$ cat src/rtl/arx_perm_pkg.sv
package arx_perm_pkg;

  localparam int WORD_W  = 32;
  localparam int K_COUNT = 8;

  typedef logic [WORD_W-1:0] word_t;

  // Round constant table, indexed modulo 8
  function automatic word_t rcon(input int idx);
    case (idx & 7)
      0:       return 32'hB7E15162;
      1:       return 32'hBF715880;
      2:       return 32'h38B4DA56;
      3:       return 32'h324E7738;
      4:       return 32'hBB1185EB;
      5:       return 32'h4F7C7B57;
      6:       return 32'hCFBFA1C8;
      default: return 32'hC2B3293D;
    endcase
  endfunction

  function automatic word_t rotr(input word_t v, input int n);
    return (v >> n) | (v << (WORD_W - n));
  endfunction

  // Diffusion mixing function
  function automatic word_t ell(input word_t v);
    return rotr(v ^ (v << 16), 16);
  endfunction

  // Four-round ARX box; branch packed as {y, x}
  function automatic logic [2*WORD_W-1:0] arx_box(input logic [2*WORD_W-1:0] br,
                                                  input word_t c);
    word_t x;
    word_t y;
    x = br[WORD_W-1:0];
    y = br[2*WORD_W-1:WORD_W];
    x = x + rotr(y, 31); y = y ^ rotr(x, 24); x = x ^ c;
    x = x + rotr(y, 17); y = y ^ rotr(x, 17); x = x ^ c;
    x = x + y;           y = y ^ rotr(x, 31); x = x ^ c;
    x = x + rotr(y, 24); y = y ^ rotr(x, 16); x = x ^ c;
    return {y, x};
  endfunction

endpackage

$ cat src/rtl/arx_box_layer.sv
module arx_box_layer
  import arx_perm_pkg::*;
#(
  parameter int NB = 8
) (
  input  logic [2*NB*WORD_W-1:0] layer_in,
  output logic [2*NB*WORD_W-1:0] layer_out
);
  localparam int BR_W = 2 * WORD_W;

  // One box per branch, each with its own constant
  for (genvar b = 0; b < NB; b++) begin : g_box
    assign layer_out[b*BR_W +: BR_W] = arx_box(layer_in[b*BR_W +: BR_W], rcon(b));
  end

endmodule

$ cat src/rtl/arx_diffusion.sv
module arx_diffusion
  import arx_perm_pkg::*;
#(
  parameter int NB = 8
) (
  input  logic [2*NB*WORD_W-1:0] diff_in,
  output logic [2*NB*WORD_W-1:0] diff_out
);
  localparam int HALF = NB / 2;

  word_t xw [NB];
  word_t yw [NB];
  word_t tx_mix;
  word_t ty_mix;

  for (genvar b = 0; b < NB; b++) begin : g_unpack
    assign xw[b] = diff_in[(2*b)*WORD_W   +: WORD_W];
    assign yw[b] = diff_in[(2*b+1)*WORD_W +: WORD_W];
  end

  always_comb begin
    word_t tx;
    word_t ty;
    tx = '0;
    ty = '0;
    for (int b = 0; b < HALF; b++) begin
      tx = tx ^ xw[b];
      ty = ty ^ yw[b];
    end
    tx_mix = ell(tx);
    ty_mix = ell(ty);
  end

  for (genvar j = 0; j < HALF; j++) begin : g_feistel
    localparam int SRC = (j + 1) % HALF;
    // New left branch j from old branches SRC and HALF+SRC
    assign diff_out[(2*j)*WORD_W   +: WORD_W] = xw[SRC] ^ xw[HALF+SRC] ^ ty_mix;
    assign diff_out[(2*j+1)*WORD_W +: WORD_W] = yw[SRC] ^ yw[HALF+SRC] ^ tx_mix;
    // New right half is the old left half
    assign diff_out[(2*(HALF+j))*WORD_W   +: WORD_W] = xw[j];
    assign diff_out[(2*(HALF+j)+1)*WORD_W +: WORD_W] = yw[j];
  end

endmodule

$ cat src/rtl/iter_arx_perm.sv
module iter_arx_perm
  import arx_perm_pkg::*;
#(
  parameter int NB = 8,  // branches, even, 2..8
  parameter int SW = 8   // step count width, below 32
) (
  input  logic                   clk,
  input  logic                   rst_n,
  input  logic                   start,
  input  logic [2*NB*WORD_W-1:0] state_in,
  input  logic [SW-1:0]          num_steps,
  output logic                   busy,
  output logic                   done,
  output logic [2*NB*WORD_W-1:0] state_out
);
  localparam int ST_W = 2 * NB * WORD_W;

  logic [ST_W-1:0] st_q;
  logic [SW-1:0]   idx_q;
  logic [SW-1:0]   last_q;
  logic            busy_q;
  logic            done_q;

  // Named events for the checks below
  logic accept;
  logic final_step;
  assign accept     = start && !busy_q;
  assign final_step = busy_q && (idx_q == last_q);

  // Constant injection
  logic [ST_W-1:0] inj;
  always_comb begin
    inj = st_q;
    inj[2*WORD_W-1:WORD_W]   = st_q[2*WORD_W-1:WORD_W] ^ rcon(int'(idx_q));
    inj[4*WORD_W-1:3*WORD_W] = st_q[4*WORD_W-1:3*WORD_W] ^ 32'(idx_q);
  end

  logic [ST_W-1:0] boxed;
  logic [ST_W-1:0] step_out;

  arx_box_layer #(.NB(NB)) u_box (
    .layer_in  (inj),
    .layer_out (boxed)
  );

  arx_diffusion #(.NB(NB)) u_diff (
    .diff_in  (boxed),
    .diff_out (step_out)
  );

  always_ff @(posedge clk or negedge rst_n) begin
    if (!rst_n) begin
      st_q   <= '0;
      idx_q  <= '0;
      last_q <= '0;
      busy_q <= 1'b0;
      done_q <= 1'b0;
    end else begin
      done_q <= 1'b0;
      if (accept) begin
        st_q   <= state_in;
        idx_q  <= '0;
        last_q <= num_steps - SW'(1);
        busy_q <= (num_steps != '0);
        done_q <= (num_steps == '0);
      end else if (busy_q) begin
        st_q  <= step_out;
        idx_q <= idx_q + SW'(1);
        if (final_step) begin
          busy_q <= 1'b0;
          done_q <= 1'b1;
        end
      end
    end
  end

  assign busy      = busy_q;
  assign done      = done_q;
  assign state_out = st_q;

  assert_done_idle_R2: assert property (@(posedge clk) disable iff (!rst_n)
    done |-> !busy);

  assert_run_begins_R2: assert property (@(posedge clk) disable iff (!rst_n)
    (accept && num_steps != '0) |=> (busy && idx_q == '0));

  assert_done_pulse_R2: assert property (@(posedge clk) disable iff (!rst_n)
    (done && !start) |=> !done);

  assert_zero_steps_R3: assert property (@(posedge clk) disable iff (!rst_n)
    (accept && num_steps == '0) |=> (done && state_out == $past(state_in)));

  assert_start_ignored_R4: assert property (@(posedge clk) disable iff (!rst_n)
    (busy && !final_step) |=> (busy && idx_q == $past(idx_q) + SW'(1)));

  assert_hold_idle_R9: assert property (@(posedge clk) disable iff (!rst_n)
    (!busy && !accept) |=> $stable(state_out));

endmodule

$ cat config.mk
export PLATFORM = sky130hd
export DESIGN_NAME = iter_arx_perm
export DESIGN_NICKNAME = d
export VERILOG_FILES = /design/src/rtl/arx_perm_pkg.sv /design/src/rtl/arx_box_layer.sv /design/src/rtl/arx_diffusion.sv /design/src/rtl/iter_arx_perm.sv
export SDC_FILE = /design/constraint.sdc
export NUM_CORES = 2
export LEC_CHECK = 0
export BUFFER_PORTS_ARGS = -buffer_cell sky130_fd_sc_hd__buf_2
export CAP_MARGIN = 25
export CORE_ASPECT_RATIO = 1.2
export CORE_UTILIZATION = 50
export CTS_CLUSTER_SIZE = 30
export DETAILED_ROUTE_END_ITERATION = 6
export PLACE_DENSITY = 0.7
export SYNTH_ARGS = -nofsm -noshare
export SYNTH_HDL_FRONTEND = slang
export SYNTH_SLANG_ARGS = --single-unit
export TNS_END_PERCENT = 30
$ cat constraint.sdc
create_clock -name clk -period 19 [get_ports clk]
set_input_delay 3.8 -clock clk [delete_from_list [all_inputs] [get_ports clk]]
set_output_delay 3.8 -clock clk [all_outputs]
set_load 0.02 [all_outputs]
==> flow_summary.yaml <==
setup_path:
  worst-r2r-setup-slack_ns: 1.02
  critPathMaxFanout: 24
  cp_data_arrival_time_ns: 18.56
  logic_depth_of_the_worst_register_to_register_path: 56
  critPathLaunchType: "register"
  critPathCaptureType: "register"
  critical_path_required_ns: 19.58
  crit_path_end: "state_out[111]$_DFFE_PN0P_"
  most_common_cell_type_on_the_critical_path: "sky130_fd_sc_hd__xnor2_1"
  critical_path_class: "register to register"
  crit_start: "idx_q[2]$_DFFE_PN0P_"
  r2r-start: "idx_q[2]$_DFFE_PN0P_"
  reg2reg_to: "state_out[111]$_DFFE_PN0P_"
  cell_with_the_biggest_individual_delay_on_the_critical_path: "sky130_fd_sc_hd__xnor3_1"
  critical-path-max-stage-delay_ns: 1.11
sta:
  setup-violations-final: 0
  timing_hold_violations_final: 0
  maximum_clock_frequency_mhz: 55.6
  fin_skew_ns: 0.0441
  timing.final.crit_share: 0.946
  slew_of_the_pin_with_the_lowest_slew_margin_ns: 1.26
  final_max_slew_viol_count: 0
  period_needed_ns: 17.98
  rsz0062_at_grt: "no"
  slew-limit-headroom: 0.157
  tns_ns: 0
final_layout:
  num-nets-final: 13501
  layout_common_cells: "sky130_fd_sc_hd__xnor2_1, sky130_fd_sc_hd__buf_2, sky130_fd_sc_hd__ha_1, sky130_fd_sc_hd__a21oi_1, sky130_fd_sc_hd__xor2_1"
  final_common_cell: "sky130_fd_sc_hd__xnor2_1"
  share_of_cells_above_drive_strength_1: 0.136
  fraction_of_the_core_area_covered_by_cells_at_the_end_of_the_flow: 0.570
  flow.area_growth_from_synthesis_pct: 13.3
status:
  failing_checks: "DRC"
  status: "finished, violations left"
synthesis:
  postSynthNetCount: 12397
  synth.area.mux_share: 0.0403
  synth.avg_cell_area_um2: 8.39
  post_synthesis_share_of_cell_area_spent_on_xor_and_xnor_gates: 0.295
  postSynthRegisterBits: 530
  netlist-cell-type-count: 119
  synthesis.area_mm2: 0.0909
  ys_dominant_reg_cell: "sky130_fd_sc_hd__dfrtp_1"
  synthesis.yosys.warnings: 0
  area_fraction_in_compound_gates_after_synthesis: 0.221
  synth-async-reset-ratio: 1.00
  synth_top_family_by_area: "XOR/XNOR gates"
  synth_seq_area_share: 0.146
  synth-edff-count: 0
  synth_cells: 10844
  synth_simple_gate_area_frac: 0.121
  synth_fa_ha_area_frac: 0.144
global_route:
  groute.layer.met2.usage: 0.767
  grt.met3_usage: 0.245
  gr-total-overflow: 0
  first_pass_grt_wire_length_mm: 701
  gr-usage-all-layers: 0.550
  grt_antenna_before_repair: 96
  busiest_layer: "met2"
  groute.layer.met1.usage: 0.629
  maximum_number_of_pins_on_one_net_before_global_route_repair: 207
  first_global_vias: 89646
floorplan:
  floorplan.die.height_um: 469
  dieArea_mm2: 0.184
  rows: 171
  floorplan.initialDensity: 0.503
  floorplan.die.width_um: 391
  core_area_mm2: 0.181
  boundary_pin_count: 1037
clock_network:
  cts_buffers: 71
  post_cts_hold_buffer_count: 0
  clock_slew_at_reported_path_ffs_ns: 0.06
  cts_tree: "built"
  setup_repair_bufs_after_cts: 0
  post_cts.resized_instances: 0
  cts_root_buf: "sky130_fd_sc_hd__clkbuf_16"
  clockBufferDepth: 3
  clock_latency_ns: 0.74
  cts.sinks: 530
  cts.htree.levels: 3
drt:
  detail_route.wirelength_mm: 526
  via_per_inst: 6.79
  detailedRoute.firstIterationViolations: 13978
  drcViolationCount: 580
  route.detailed.wl_per_inst_um: 36.3
  route.antenna.remaining_nets: 0
  drt_first_pass_iters: 7
  via_count: 98508
place:
  dpl.hpwl_mm: 441
  gpl.final_weighted_congestion: 1.22
  buffers_on_ports: 1036
hold_path:
  timing.hold.worst.class: "register to register"
run:
  max_cap_violations: 0
[synth_stat cells, types with 22 or more instances]
cell	count	share of area
sky130_fd_sc_hd__nor3_1	124	0.0068
sky130_fd_sc_hd__nor2_1	478	0.020
sky130_fd_sc_hd__a211oi_1	236	0.019
sky130_fd_sc_hd__buf_1	31	0.0013
sky130_fd_sc_hd__a21o_1	378	0.031
sky130_fd_sc_hd__and3_1	90	0.0062
sky130_fd_sc_hd__a31oi_1	86	0.0059
sky130_fd_sc_hd__xnor3_1	148	0.037
sky130_fd_sc_hd__mux2_2	23	0.0028
sky130_fd_sc_hd__a2111oi_0	23	0.0022
sky130_fd_sc_hd__o21ai_0	717	0.039
sky130_fd_sc_hd__nand3_1	169	0.0093
sky130_fd_sc_hd__nand2b_1	132	0.0091
sky130_fd_sc_hd__o21a_1	137	0.011
sky130_fd_sc_hd__o21bai_1	148	0.012
sky130_fd_sc_hd__fa_1	32	0.0070
sky130_fd_sc_hd__nand4_1	50	0.0034
sky130_fd_sc_hd__ha_1	998	0.14
sky130_fd_sc_hd__a211o_1	25	0.0024
sky130_fd_sc_hd__nor2b_1	268	0.018
sky130_fd_sc_hd__nand2_1	710	0.029
sky130_fd_sc_hd__nor4_1	22	0.0015
sky130_fd_sc_hd__or2_2	34	0.0023
sky130_fd_sc_hd__a31o_2	35	0.0034
sky130_fd_sc_hd__and2_1	46	0.0032
sky130_fd_sc_hd__clkbuf_1	217	0.0090
sky130_fd_sc_hd__o211ai_1	55	0.0045
sky130_fd_sc_hd__o31ai_1	51	0.0042
sky130_fd_sc_hd__inv_1	527	0.022
sky130_fd_sc_hd__a21boi_0	36	0.0030
sky130_fd_sc_hd__xor3_1	36	0.0094
sky130_fd_sc_hd__mux2i_1	340	0.037
sky130_fd_sc_hd__xnor2_1	1640	0.16
sky130_fd_sc_hd__o21ai_1	43	0.0024
sky130_fd_sc_hd__dfrtp_1	530	0.15
sky130_fd_sc_hd__or3_1	48	0.0033
sky130_fd_sc_hd__a21oi_1	941	0.052
sky130_fd_sc_hd__xor2_1	838	0.081
[logic make-up after synthesis]
logic type,after synthesis
buffers and inverters,782
adder cells (fa/ha/maj),1031
multiplexers,363
AO/OA/AOI/OAI,3165
AND/OR/NAND/NOR,2264
flip-flops,530
XOR/XNOR,2709
[final cells by class]
class	instances	area [um^2]
fill	16713	77800
multi-input combinational	9532	75000
sequential	530	13300
timing repair buffer	1285	7210
tap	2422	3030
inverter	528	1980
clock buffer	89	1960
clock inverter	37	394
antenna	75	188
[critical path, delay by kind of cell, from the launching register on]
family / cells / cell delay [ns]
simple gates: 7 / 1.39
xor+xnor: 14 / 7.02
buf+inv: 4 / 0.59
compound gates: 25 / 6.05
fa+ha+maj: 6 / 2.21
flops: 1 / 0.54
[per-layer routing]
layer / up-vias / routed length [um]
li1: 40921 / -
met1: 46572 / 183000
met2: 8510 / 206000
met3: 2447 / 78900
met4: 58 / 57000
met5: - / 699
[flip-flops by register name, indices dropped and copies added (netlist names)]
name       cells
busy           1
idx_q          8
state_out    512
last_q         8
done           1
[stage by stage]
step	area [um^2]	hold slack, ns	setup slack (ns)	std cells
6_report	103000	0.515	1.02	14498
5_1_grt	103000	0.565	0.809	14432
4_1_cts	103000	0.523	1.38	14394
3_5_place_dp	100000	0.502	1.50	14268
3_3_place_gp	100000	0.493	1.46	14241
2_1_floorplan	90900	0.469	5.77	10844
[how the worst min path moves through the flow]
stage / startpoint / to / cells after the start
final: last_q[4]$_DFFE_PN0P_ / last_q[4]$_DFFE_PN0P_ / 2
after global routing: last_q[4]$_DFFE_PN0P_ / last_q[4]$_DFFE_PN0P_ / 2
after CTS: last_q[4]$_DFFE_PN0P_ / last_q[4]$_DFFE_PN0P_ / 2
after detailed placement: last_q[7]$_DFFE_PN0P_ / last_q[7]$_DFFE_PN0P_ / 2
after global placement: last_q[6]$_DFFE_PN0P_ / last_q[6]$_DFFE_PN0P_ / 2
after floorplan: last_q[0]$_DFFE_PN0P_ / last_q[0]$_DFFE_PN0P_ / 2
Power is not shown: default switching activity piles up to over one toggle a cycle in this logic, so the estimate is an artifact.
